$ cat config.mk
export PLATFORM = sky130hd
export DESIGN_NAME = msi_ind_notifier
export DESIGN_NICKNAME = d
export VERILOG_FILES = /design/src/rtl/msi_ind_pkg.sv /design/src/rtl/msi_fn_table.sv /design/src/rtl/msi_bit_locator.sv /design/src/rtl/msi_notify_seq.sv /design/src/rtl/msi_ind_notifier.sv
export SDC_FILE = /design/constraint.sdc
export NUM_CORES = 1
export LEC_CHECK = 0
export ABC_AREA = 1
export BUFFER_PORTS_ARGS = -buffer_cell sky130_fd_sc_hd__buf_2
export CORE_ASPECT_RATIO = 2
export CORE_UTILIZATION = 40
export CTS_CLUSTER_DIAMETER = 50
export DETAILED_ROUTE_END_ITERATION = 8
export REMOVE_ABC_BUFFERS = 1
export SLEW_MARGIN = 10
export SYNTH_ARGS = -nofsm -noshare
export SYNTH_HDL_FRONTEND = slang
export SYNTH_SLANG_ARGS = --single-unit
$ cat constraint.sdc
create_clock -name clk -period 3 [get_ports clk]
set_input_delay 0.45 -clock clk [delete_from_list [all_inputs] [get_ports clk]]
set_output_delay 0.45 -clock clk [all_outputs]
set_load 0.02 [all_outputs]
$ cat src/rtl/msi_ind_pkg.sv
package msi_ind_pkg;

  typedef enum logic [1:0] {
    SEQ_IDLE = 2'd0,
    SEQ_IND  = 2'd1,
    SEQ_SUM  = 2'd2
  } seq_state_e;

  localparam logic [1:0] EVT_NO_FUNC  = 2'd1;
  localparam logic [1:0] EVT_IND_FAIL = 2'd2;

  localparam logic [7:0] BYTE_MSB = 8'h80;

endpackage

$ cat src/rtl/msi_fn_table.sv
module msi_fn_table #(
  parameter int NFUNC  = 4,
  parameter int FN_W   = 2,
  parameter int ADDR_W = 32,
  parameter int OFS_W  = 16,
  parameter int ISC_W  = 3
) (
  input  logic              clk,
  input  logic              rst_n,
  input  logic              cfg_we,
  input  logic [FN_W-1:0]   cfg_fn,
  input  logic              cfg_enable,
  input  logic [ISC_W-1:0]  cfg_isc,
  input  logic [ADDR_W-1:0] cfg_ind_base,
  input  logic [OFS_W-1:0]  cfg_ind_ofs,
  input  logic [ADDR_W-1:0] cfg_sum_base,
  input  logic [OFS_W-1:0]  cfg_sum_ofs,
  input  logic [FN_W-1:0]   rd_fn,
  output logic              rd_enable,
  output logic [ISC_W-1:0]  rd_isc,
  output logic [ADDR_W-1:0] rd_ind_base,
  output logic [OFS_W-1:0]  rd_ind_ofs,
  output logic [ADDR_W-1:0] rd_sum_base,
  output logic [OFS_W-1:0]  rd_sum_ofs
);

  logic [NFUNC-1:0] en_q;
  logic [ISC_W-1:0]  isc_q      [NFUNC];
  logic [ADDR_W-1:0] ind_base_q [NFUNC];
  logic [OFS_W-1:0]  ind_ofs_q  [NFUNC];
  logic [ADDR_W-1:0] sum_base_q [NFUNC];
  logic [OFS_W-1:0]  sum_ofs_q  [NFUNC];

  for (genvar g = 0; g < NFUNC; g++) begin : g_entry
    logic wr_en;
    assign wr_en = cfg_we && (cfg_fn == FN_W'(g));

    always_ff @(posedge clk or negedge rst_n) begin
      if (!rst_n) begin
        en_q[g]       <= 1'b0;
        isc_q[g]      <= '0;
        ind_base_q[g] <= '0;
        ind_ofs_q[g]  <= '0;
        sum_base_q[g] <= '0;
        sum_ofs_q[g]  <= '0;
      end else if (wr_en) begin
        en_q[g]       <= cfg_enable;
        isc_q[g]      <= cfg_isc;
        ind_base_q[g] <= cfg_ind_base;
        ind_ofs_q[g]  <= cfg_ind_ofs;
        sum_base_q[g] <= cfg_sum_base;
        sum_ofs_q[g]  <= cfg_sum_ofs;
      end
    end
  end

  always_comb begin
    rd_enable   = en_q[rd_fn];
    rd_isc      = isc_q[rd_fn];
    rd_ind_base = ind_base_q[rd_fn];
    rd_ind_ofs  = ind_ofs_q[rd_fn];
    rd_sum_base = sum_base_q[rd_fn];
    rd_sum_ofs  = sum_ofs_q[rd_fn];
  end

endmodule

$ cat src/rtl/msi_bit_locator.sv
module msi_bit_locator #(
  parameter int ADDR_W = 32,
  parameter int OFS_W  = 16,
  parameter int VEC_W  = 5
) (
  input  logic [ADDR_W-1:0] base,
  input  logic [OFS_W-1:0]  ofs,
  input  logic [VEC_W-1:0]  vec,
  output logic [ADDR_W-1:0] byte_addr,
  output logic [7:0]        mask
);
  import msi_ind_pkg::*;

  localparam int BIT_W = ((OFS_W > VEC_W) ? OFS_W : VEC_W) + 1;

  logic [BIT_W-1:0] bit_num;

  always_comb begin
    bit_num   = BIT_W'(ofs) + BIT_W'(vec);
    byte_addr = base + ADDR_W'(bit_num >> 3);
    mask      = BYTE_MSB >> bit_num[2:0];
  end

endmodule

$ cat src/rtl/msi_notify_seq.sv
module msi_notify_seq #(
  parameter int ADDR_W = 32,
  parameter int VEC_W  = 5,
  parameter int ISC_W  = 3,
  parameter int WIN_W  = 12,
  parameter int DATA_W = 32
) (
  input  logic              clk,
  input  logic              rst_n,
  input  logic              msi_valid,
  input  logic              msi_write,
  input  logic [WIN_W-1:0]  msi_win_addr,
  input  logic [VEC_W-1:0]  msi_vec,
  input  logic              fn_hit,
  input  logic              fn_enable,
  input  logic [ISC_W-1:0]  fn_isc,
  input  logic [ADDR_W-1:0] ind_addr,
  input  logic [7:0]        ind_mask,
  input  logic [ADDR_W-1:0] sum_addr,
  input  logic [7:0]        sum_mask,
  output logic              msi_ready,
  output logic              rsp_valid,
  output logic [DATA_W-1:0] rsp_data,
  output logic              mem_req,
  output logic [ADDR_W-1:0] mem_addr,
  output logic [7:0]        mem_mask,
  input  logic              mem_ack,
  input  logic [7:0]        mem_old,
  input  logic              mem_err,
  output logic              irq_pulse,
  output logic [ISC_W-1:0]  irq_isc,
  output logic              evt_valid,
  output logic [1:0]        evt_code,
  output logic [VEC_W-1:0]  evt_vector,
  output logic [ADDR_W-1:0] evt_addr
);
  import msi_ind_pkg::*;

  seq_state_e state_q, state_d;

  logic [ADDR_W-1:0] ind_addr_q, sum_addr_q;
  logic [7:0]        ind_mask_q, sum_mask_q;
  logic [ISC_W-1:0]  isc_q;
  logic [VEC_W-1:0]  vec_q;
  logic              load_en;

  logic              irq_d, evt_d, rsp_d;
  logic [1:0]        evt_code_d;
  logic [VEC_W-1:0]  evt_vec_d;
  logic [ADDR_W-1:0] evt_addr_d;

  logic              irq_q, evt_q, rsp_q;
  logic [ISC_W-1:0]  irq_isc_q;
  logic [1:0]        evt_code_q;
  logic [VEC_W-1:0]  evt_vec_q;
  logic [ADDR_W-1:0] evt_addr_q;
  logic [DATA_W-1:0] rsp_data_q;

  // next-state and output decisions
  always_comb begin
    state_d    = state_q;
    load_en    = 1'b0;
    irq_d      = 1'b0;
    evt_d      = 1'b0;
    rsp_d      = 1'b0;
    evt_code_d = EVT_NO_FUNC;
    evt_vec_d  = vec_q;
    evt_addr_d = ind_addr_q;
    unique case (state_q)
      SEQ_IDLE: begin
        if (msi_valid) begin
          if (!msi_write) begin
            rsp_d = 1'b1;
          end else if (!fn_hit) begin
            evt_d      = 1'b1;
            evt_code_d = EVT_NO_FUNC;
            evt_vec_d  = msi_vec;
            evt_addr_d = ADDR_W'(msi_win_addr);
          end else if (fn_enable) begin
            load_en = 1'b1;
            state_d = SEQ_IND;
          end
        end
      end
      SEQ_IND: begin
        if (mem_ack) begin
          if (mem_err) begin
            evt_d      = 1'b1;
            evt_code_d = EVT_IND_FAIL;
            evt_addr_d = ind_addr_q;
            state_d    = SEQ_IDLE;
          end else begin
            state_d = SEQ_SUM;
          end
        end
      end
      SEQ_SUM: begin
        if (mem_ack) begin
          state_d = SEQ_IDLE;
          if (mem_err) begin
            evt_d      = 1'b1;
            evt_code_d = EVT_IND_FAIL;
            evt_addr_d = sum_addr_q;
          end else if ((mem_old & sum_mask_q) == 8'h00) begin
            irq_d = 1'b1;
          end
        end
      end
      default: state_d = SEQ_IDLE;
    endcase
  end

  always_ff @(posedge clk or negedge rst_n) begin
    if (!rst_n) begin
      state_q    <= SEQ_IDLE;
      irq_q      <= 1'b0;
      evt_q      <= 1'b0;
      rsp_q      <= 1'b0;
      rsp_data_q <= '0;
    end else begin
      state_q    <= state_d;
      irq_q      <= irq_d;
      evt_q      <= evt_d;
      rsp_q      <= rsp_d;
      rsp_data_q <= rsp_d ? {DATA_W{1'b1}} : '0;
    end
  end

  // per-transaction context, loaded on acceptance
  always_ff @(posedge clk or negedge rst_n) begin
    if (!rst_n) begin
      ind_addr_q <= '0;
      ind_mask_q <= '0;
      sum_addr_q <= '0;
      sum_mask_q <= '0;
      isc_q      <= '0;
      vec_q      <= '0;
    end else if (load_en) begin
      ind_addr_q <= ind_addr;
      ind_mask_q <= ind_mask;
      sum_addr_q <= sum_addr;
      sum_mask_q <= sum_mask;
      isc_q      <= fn_isc;
      vec_q      <= msi_vec;
    end
  end

  always_ff @(posedge clk or negedge rst_n) begin
    if (!rst_n) begin
      irq_isc_q <= '0;
    end else if (irq_d) begin
      irq_isc_q <= isc_q;
    end
  end

  always_ff @(posedge clk or negedge rst_n) begin
    if (!rst_n) begin
      evt_code_q <= '0;
      evt_vec_q  <= '0;
      evt_addr_q <= '0;
    end else if (evt_d) begin
      evt_code_q <= evt_code_d;
      evt_vec_q  <= evt_vec_d;
      evt_addr_q <= evt_addr_d;
    end
  end

  assign msi_ready  = (state_q == SEQ_IDLE);
  assign mem_req    = (state_q != SEQ_IDLE);
  assign mem_addr   = (state_q == SEQ_SUM) ? sum_addr_q : ind_addr_q;
  assign mem_mask   = (state_q == SEQ_SUM) ? sum_mask_q : ind_mask_q;
  assign rsp_valid  = rsp_q;
  assign rsp_data   = rsp_data_q;
  assign irq_pulse  = irq_q;
  assign irq_isc    = irq_isc_q;
  assign evt_valid  = evt_q;
  assign evt_code   = evt_code_q;
  assign evt_vector = evt_vec_q;
  assign evt_addr   = evt_addr_q;

endmodule

$ cat src/rtl/msi_ind_notifier.sv
module msi_ind_notifier #(
  parameter int NFUNC  = 4,
  parameter int DATA_W = 32,
  parameter int VEC_W  = 5,
  parameter int ADDR_W = 32,
  parameter int OFS_W  = 16,
  parameter int ISC_W  = 3,
  parameter int WIN_W  = 12,
  localparam int FN_W  = (NFUNC > 1) ? $clog2(NFUNC) : 1
) (
  input  logic              clk,
  input  logic              rst_n,
  input  logic              cfg_we,
  input  logic [FN_W-1:0]   cfg_fn,
  input  logic              cfg_enable,
  input  logic [ISC_W-1:0]  cfg_isc,
  input  logic [ADDR_W-1:0] cfg_ind_base,
  input  logic [OFS_W-1:0]  cfg_ind_ofs,
  input  logic [ADDR_W-1:0] cfg_sum_base,
  input  logic [OFS_W-1:0]  cfg_sum_ofs,
  input  logic              msi_valid,
  input  logic              msi_write,
  input  logic [WIN_W-1:0]  msi_addr,
  input  logic [DATA_W-1:0] msi_data,
  output logic              msi_ready,
  output logic              rsp_valid,
  output logic [DATA_W-1:0] rsp_data,
  output logic              mem_req,
  output logic [ADDR_W-1:0] mem_addr,
  output logic [7:0]        mem_mask,
  input  logic              mem_ack,
  input  logic [7:0]        mem_old,
  input  logic              mem_err,
  output logic              irq_pulse,
  output logic [ISC_W-1:0]  irq_isc,
  output logic              evt_valid,
  output logic [1:0]        evt_code,
  output logic [VEC_W-1:0]  evt_vector,
  output logic [ADDR_W-1:0] evt_addr
);

  localparam int IDX_W = DATA_W - VEC_W;

  logic [IDX_W-1:0]  msi_idx;
  logic [VEC_W-1:0]  msi_vec;
  logic              fn_hit;
  logic [FN_W-1:0]   fn_sel;

  logic              tbl_enable;
  logic [ISC_W-1:0]  tbl_isc;
  logic [ADDR_W-1:0] tbl_ind_base, tbl_sum_base;
  logic [OFS_W-1:0]  tbl_ind_ofs, tbl_sum_ofs;

  logic [ADDR_W-1:0] ind_addr, sum_addr;
  logic [7:0]        ind_mask, sum_mask;

  assign msi_idx = msi_data[DATA_W-1:VEC_W];
  assign msi_vec = msi_data[VEC_W-1:0];
  assign fn_hit  = (msi_idx < IDX_W'(NFUNC));
  assign fn_sel  = msi_idx[FN_W-1:0];

  msi_fn_table #(
    .NFUNC(NFUNC), .FN_W(FN_W), .ADDR_W(ADDR_W), .OFS_W(OFS_W), .ISC_W(ISC_W)
  ) u_table (
    .clk          (clk),
    .rst_n        (rst_n),
    .cfg_we       (cfg_we),
    .cfg_fn       (cfg_fn),
    .cfg_enable   (cfg_enable),
    .cfg_isc      (cfg_isc),
    .cfg_ind_base (cfg_ind_base),
    .cfg_ind_ofs  (cfg_ind_ofs),
    .cfg_sum_base (cfg_sum_base),
    .cfg_sum_ofs  (cfg_sum_ofs),
    .rd_fn        (fn_sel),
    .rd_enable    (tbl_enable),
    .rd_isc       (tbl_isc),
    .rd_ind_base  (tbl_ind_base),
    .rd_ind_ofs   (tbl_ind_ofs),
    .rd_sum_base  (tbl_sum_base),
    .rd_sum_ofs   (tbl_sum_ofs)
  );

  msi_bit_locator #(.ADDR_W(ADDR_W), .OFS_W(OFS_W), .VEC_W(VEC_W)) u_ind_loc (
    .base      (tbl_ind_base),
    .ofs       (tbl_ind_ofs),
    .vec       (msi_vec),
    .byte_addr (ind_addr),
    .mask      (ind_mask)
  );

  msi_bit_locator #(.ADDR_W(ADDR_W), .OFS_W(OFS_W), .VEC_W(VEC_W)) u_sum_loc (
    .base      (tbl_sum_base),
    .ofs       (tbl_sum_ofs),
    .vec       ({VEC_W{1'b0}}),
    .byte_addr (sum_addr),
    .mask      (sum_mask)
  );

  msi_notify_seq #(
    .ADDR_W(ADDR_W), .VEC_W(VEC_W), .ISC_W(ISC_W), .WIN_W(WIN_W), .DATA_W(DATA_W)
  ) u_seq (
    .clk          (clk),
    .rst_n        (rst_n),
    .msi_valid    (msi_valid),
    .msi_write    (msi_write),
    .msi_win_addr (msi_addr),
    .msi_vec      (msi_vec),
    .fn_hit       (fn_hit),
    .fn_enable    (tbl_enable),
    .fn_isc       (tbl_isc),
    .ind_addr     (ind_addr),
    .ind_mask     (ind_mask),
    .sum_addr     (sum_addr),
    .sum_mask     (sum_mask),
    .msi_ready    (msi_ready),
    .rsp_valid    (rsp_valid),
    .rsp_data     (rsp_data),
    .mem_req      (mem_req),
    .mem_addr     (mem_addr),
    .mem_mask     (mem_mask),
    .mem_ack      (mem_ack),
    .mem_old      (mem_old),
    .mem_err      (mem_err),
    .irq_pulse    (irq_pulse),
    .irq_isc      (irq_isc),
    .evt_valid    (evt_valid),
    .evt_code     (evt_code),
    .evt_vector   (evt_vector),
    .evt_addr     (evt_addr)
  );

endmodule

# After elaboration in Yosys (flattened, before gate mapping)
# Cells that the tools add are included.
# Widths: inputs -> output; s select.
totals:
  reg_bits: 567
  in_bits: 161
  output_inout_bits: 119
  wordCells: 129
op_classes:
  add_sub_neg: 3
  n_lt_le_gt_ge: 3
  n_eq_ne: 11
  shift: 2
  n_mux: 59
  n_bitwise: 2
  reduce_logical: 10
op_table:
  columns: ["cell", "n"]
  rows:
  - ["$mux 32", 11]
  - ["$bmux 32 s2", 2]
  - ["$bmux 16 s2", 2]
  - ["$mux 16", 4]
  - ["$pmux 32 s2", 1]
  - ["$add 32x13->32", 1]
  - ["$add 32x14->32", 1]
  - ["$lt 27x3->1 const B", 1]
  - ["$mux 2", 10]
  - ["$mux 5", 4]
  - ["$mux 1", 18]
  - ["$add 16x5->17", 1]
  - ["$shr 8x3->8 const A", 2]
  - ["$and 8x8->8", 1]
  - ["$logic_not 8->1", 1]
  - ["$mux 8", 1]
  - ["$ne 2x2->1 const B", 4]
  - ["$bmux 3 s2", 1]
  - ["$eq 2x2->1 const B", 3]
  - ["$mux 3", 2]
  - ["$pmux 2 s3", 1]
  - ["$reduce_and 6->1", 1]
  - ["$eq 2x1->1 const B", 2]
  - ["$logic_and 1x1->1", 4]
  - ["other kinds (9)", 11]

# Longest topological paths before layout
logic_depth:
  ltp_word: 7
  ltp_mapped: 33
  depth_no_buf: 27

# Cells and area by module
# Synthesis repeated with hierarchy kept, for this count alone.
unflattened:
  hier_cells: 4731
  hier_area_um2: 31953.1
modules_own_cells:
  columns: ["module", "n_inst", "cells_per_inst", "area_per_inst_um2", "seq_area_each_um2"]
  rows:
  - ["msi_fn_table", 1, 2917, 20661.1, 10009.6]
  - ["msi_notify_seq", 1, 943, 6887.9, 3378.2]
  - ["msi_bit_locator at u_sum_loc", 1, 431, 2178.3, 0.0]
  - ["msi_bit_locator at u_ind_loc", 1, 414, 2123.3, 0.0]
  - ["msi_ind_notifier", 1, 26, 102.6, 0.0]

# Least setup slack after synthesis
# No wires, ideal clock.
synth_timing:
  path_type: "input -> register"
  from: "in msi_data[6]"
  to: "reg u_seq.ind_addr_q[19]"
  setup_time_ps: 126
  t_arrival_ps: 4096
  required_ps: 2874
  path_slack_ps: -1222
  stages: 28
  n_path_buf: 5
  path_cell_list: "buf_4 > inv_2 > buf_4 > buf_2 > buf_2 > clkbuf_1 > o21ai_0 > o22ai_1 > ha_1 > fa_1 > nand3_1 > nand3_1 > a21oi_1 > nor2_2 > nand2_1 > nor3_2 > xor2_1 > inv_1 > ha_1 > nand2_1 > nor2_1 > nand4_1 > nand3_1 > nand2_1 > nand2_1 > nand3_1 > nand3_1 > o21ai_0"
synth_between:
  elab_chain_len: 7
  elab_cells_between_ends: 17
  classes_between: "add/sub: 2; order compare: 1; mux: 13; bitwise: 1"
synth_rtl:
  columns: ["element", "line", "source"]
  rows:
  - ["start, declared", "msi_ind_notifier.sv:24", "input logic [DATA_W-1:0] msi_data,"]
  - ["branches (longest 7 deep; another with $add 32x14->32)", null, null]
  - ["end signal, assigned", "msi_notify_seq.sv:139", "ind_addr_q <= ind_addr;"]
  - ["end, declared", "msi_notify_seq.sv:41", "logic [ADDR_W-1:0] ind_addr_q, sum_addr_q;"]
# Several ways; the timed one is not identified. The select of a mux whose other input is x is not followed.
# A chain may end at the register's enable or synchronous reset.

# Final worst setup path
layout_timing:
  from: "reg u_table.ind_ofs_q[16] in the netlist's numbering"
  to: "reg u_seq.ind_addr_q[12]"
layout_between:
  elab_chain_len: 5
layout_rtl:
  columns: ["element", "line", "source"]
  rows:
  - ["start, declared", "msi_fn_table.sv:30", "logic [OFS_W-1:0] ind_ofs_q [NFUNC];"]
  - ["start signal, assigned by index", "msi_fn_table.sv:50", "ind_ofs_q[g] <= cfg_ind_ofs;"]
  - ["$bmux 16 s2", "msi_fn_table.sv:61", "rd_ind_ofs = ind_ofs_q[rd_fn];"]
  - ["$mux 16 (implied by the code) (2 in series)", "msi_fn_table.sv:61", null]
  - ["$add 16x5->17", "msi_bit_locator.sv:19", "bit_num = BIT_W'(ofs) + BIT_W'(vec);"]
  - ["$add 32x14->32", "msi_bit_locator.sv:20", "byte_addr = base + ADDR_W'(bit_num >> 3);"]
# No other way between the ends. The select of a mux whose other input is x is not followed.

==> run_results.csv <==
group,metric,value,unit
route,drcViolationCount,0,
global_routing,grt_pass1_vias,24650,
global_routing,grt_max_degree,201,
power_and_ir_drop,max-vdd-ir-drop,438.0,uV
place,io_buffers,279,
global_routing,grt_pass1_wl,134.1,mm
logic_synthesis,yosysMostFrequentCell,"nand2_1",
route,wl_per_cell,17.28,um
global_routing,grt_overflow,0,
min_path,hold_path_end,"u_seq.rsp_data[30]",
floorplan,start_util,0.4036,
critical_path,critical_path_arrival,3940,ps
floorplan,io_pins,280,
route,drtIter0Drc,1613,
critical_path,cpPeakStageDelay,420,ps
final_layout,finish.utilization,0.4957,
timing,timing.fmax,289.5,MHz
clock_network,cts_tree,"yes",
power_and_ir_drop,p_leak,16.96,nW
power_and_ir_drop,p_per_area,649.1,nW/um^2
place,place.gp.congestion,0.9345,
critical_path,crit_path_frequent_cell,"nand2_1",
timing,fin_skew,35.77,ps
critical_path,cp_cell_sequence,"o21ai_1 > o22ai_1 > ha_2 > fa_2 > nand3_2 > nand3_4 > a21oi_4 > nor2_4 > nand2_2 > buf_4 > xnor2_2 > ha_4 > nand2_2 > nand2_1 > nand2_1 > nand2_1 > nand2_1 > nand3_4 > buf_4 > nand2_1 > inv_1 > o31ai_2 > inv_1",
place,place_hpwl,58.23,mm
logic_synthesis,syn_inst,3572,
logic_synthesis,avgSynthCellArea,7.635,um^2
clock_network,htree_levels,2,
final_layout,fin_area,33490,um^2
timing,hold_viol,0,
critical_path,rrSetupSlack,-450,ps
critical_path,critPathTopFamily,"simple AND/OR/NAND/NOR gates",
clock_network,clk-insertion-delay-late,610,ps
clock_network,clk_path_buf_depth,3,
logic_synthesis,netlist_area,27270,um^2
route,vias,24710,
logic_synthesis,ys_seq_area_frac,0.4909,
floorplan,dieWidth,186.6,um
route,viasPerCell,5.067,
floorplan,die_area,69290,um^2
logic_synthesis,synth_area_leaders,"dfrtp_1 (49%), nand2_1 (15%), o21ai_0 (11%)",
clock_network,path_clk_slew,70,ps
logic_synthesis,synthArstFlopShare,1.000,
timing,rsz0062_at_grt,"yes",
clock_network,cts_root_buf,"clkbuf_16",
final_layout,n_fill_cell,6808,
final_layout,final_cells,4876,
critical_path,reg2reg_to,"u_seq.ind_addr_q[12]",
timing,worst_pin_slew,997.3,ps
timing,tns,-9556,ps
critical_path,path_buf_inv,4,
critical_path,reg2reg_from,"u_table.ind_ofs_q[16]",
global_routing,grtUsageTotal,0.2429,
clock_network,numCtsBuffers,49,
floorplan,die_h,371.3,um
final_layout,drive_gt1_frac,0.2060,
critical_path,worst-setup-path-type,"reg2reg",
logic_synthesis,ys_ff_latch,535,
place,place_inst,4773,
timing,relSlewSlack,0.3351,
timing,worst_slack,-454.4,ps
status,violations,"setup timing",
clock_network,clock-sinks,535,
timing,finalMaxSlewViolations,0,
floorplan,rows,135,
place,dpl_cell_area,30870,um^2
timing,period_needed,3454,ps
logic_synthesis,synth_cell_type_count,46,
min_path,hold_path_class,"in2reg",
min_path,hold_depth,2,
logic_synthesis,synth_top_area_share,0.4909,
timing,setup_violations,28,
floorplan,core,67560,um^2
critical_path,r2r_cells,23,
route,firstDrtPassIters,5,
status,status,"complete, but fails checks",
global_routing,antenna_found_initial,2,
route,wirelength,84.28,mm
critical_path,endpoint_kind,"register",
critical_path,cp_slowest_cell,"fa_2",
critical_path,critPathMaxFanout,4,
critical_path,cp-start-kind,"register",
logic_synthesis,netlist_top_cells_count,"nand2_1 (1097), o21ai_0 (612), dfrtp_1 (535), nor2_1 (298), inv_1 (281)",
route,ant_nets,0,
logic_synthesis,yosysTopAreaCell,"dfrtp_1",
timing,period_share,1.151,
logic_synthesis,synth_edf_count,0,
logic_synthesis,ys_warn_count,0,
final_layout,area_growth,22.81,%
min_path,hp-start,"msi_write",
logic_synthesis,ys.flop_type,"dfrtp_1",
job,max_cap_violations,0,
final_layout,layout.nets,4149,
critical_path,worstPathRequired,3490,ps
## flip-flops by register name (all words and copies together), names as in the netlist, 2 cells and up
name and flops:
u_seq.evt_addr 32, u_seq.evt_code 2, u_seq.evt_vector 5, u_seq.ind_addr_q 32, u_seq.ind_mask_q 8, u_seq.irq_isc 3
u_seq.isc_q 3, u_seq.state_q 2, u_seq.sum_addr_q 32, u_seq.sum_mask_q 8, u_seq.vec_q 5, u_table.en_q 4
u_table.ind_base_q 128, u_table.ind_ofs_q 64, u_table.isc_q 12, u_table.sum_base_q 128, u_table.sum_ofs_q 64
## stage by stage
step | setup WS [ps] | power, W | hold slack [ps]
after CTS | -354.5 | 0.02163 | 14.31
after global routing | -687.6 | 0.02295 | 43.16
after global placement | -909.1 | 0.01480 | 446.1
final | -454.4 | 0.02174 | 41.60
after floorplan | -1668 | 0.01214 | 154.4
after detailed placement | -943.5 | 0.01488 | 442.6
## worst max-delay path by stage
| stage | start | endpoint | slack (ps) | cells past startpoint |
|---|---|---|---|---|
| finish | u_table.ind_ofs_q[16] | u_seq.ind_addr_q[12] | -450 | 23 |
| CTS | u_table.ind_ofs_q[16] | u_seq.ind_addr_q[30] | -350 | 23 |
| floorplan | u_seq.rsp_data[30] | rsp_data[0] | -1670 | 0 |
| global placement | msi_data[5] | u_seq.ind_addr_q[19] | -910 | 24 |
| global route | u_table.ind_ofs_q[16] | u_seq.ind_addr_q[13] | -690 | 24 |
| detailed placement | msi_data[5] | u_seq.ind_addr_q[27] | -940 | 24 |
## cell families (layout without fill, tap and decap cells)
group / Yosys count / count (layout) / share of synthesized area
simple gates: 1631 / 1632 / 0.2396
compound gates: 797 / 797 / 0.1522
flops: 535 / 535 / 0.4909
buf+inv: 523 / 935 / 0.08318
xor+xnor: 41 / 41 / 0.01317
fa+ha+maj: 39 / 39 / 0.01872
mux: 6 / 6 / 0.002202
other cells: 0 / 1 / 0
## metal layers
layer  share of wire  track usage  up-vias
met4           0.038      0.09363        0
li1                -            -    12210
met5               0            0        -
met1            0.42       0.2934    11700
met2            0.51       0.4446      623
met3           0.034      0.02180      179
## placed cells by master (no fill, tap or decap), types with 27 or more instances in the layout
cell type  netlist  routed
a21oi_1         95      80
dfrtp_1        535     535
nand2_1       1097    1052
buf_4           51     240
o21ai_1         11      30
nor2_1         298     273
o21ai_0        612     589
o22ai_1         48      46
clkbuf_16        0      51
nor2_2          12      27
buf_2           27     276
nand3_1        176     158
inv_1          281     275
nand2_2         10      39
## worst register-to-register path, stage by stage (launching register included)
cell and delay (ps):
dfrtp_1 410, o21ai_1 140, o22ai_1 110, ha_2 210
fa_2 420, nand3_2 100, nand3_4 80, a21oi_4 160
nor2_4 70, nand2_2 110, buf_4 120, xnor2_2 120
ha_4 250, nand2_2 70, nand2_1 100, nand2_1 80
nand2_1 70, nand2_1 130, nand3_4 100, buf_4 150
nand2_1 50, inv_1 40, o31ai_2 200, inv_1 60
## cell type report
type,count,area [um^2],share of cell area
Sequential cell,535,13390,0.3997
Timing Repair Buffer,553,3795,0.1133
Antenna cell,1,2.502,0.00007471
Clock buffer,77,1504,0.04490
Multi-Input combinational cell,2515,12460,0.3720
Clock inverter,10,117.6,0.003512
Inverter,295,1114,0.03325
Tap cell,890,1114,0.03325
## report_power, final
part	total, W	internal, W	switching (W)
Combinational	0.00635	0.00252	0.00383
Sequential	0.00896	0.00831	0.000649
Clock	0.00643	0.00361	0.00282
## what timing repair did
action	CTS	global route
cloned	1	0
pin swaps	31	68
hold endpoints to repair	41	0
endpoints found under the setup margin	33	46
setup buffers	9	4
gates resized for setup	107	116
hold buffers	1	0
Power figures use the tool's default switching activity.
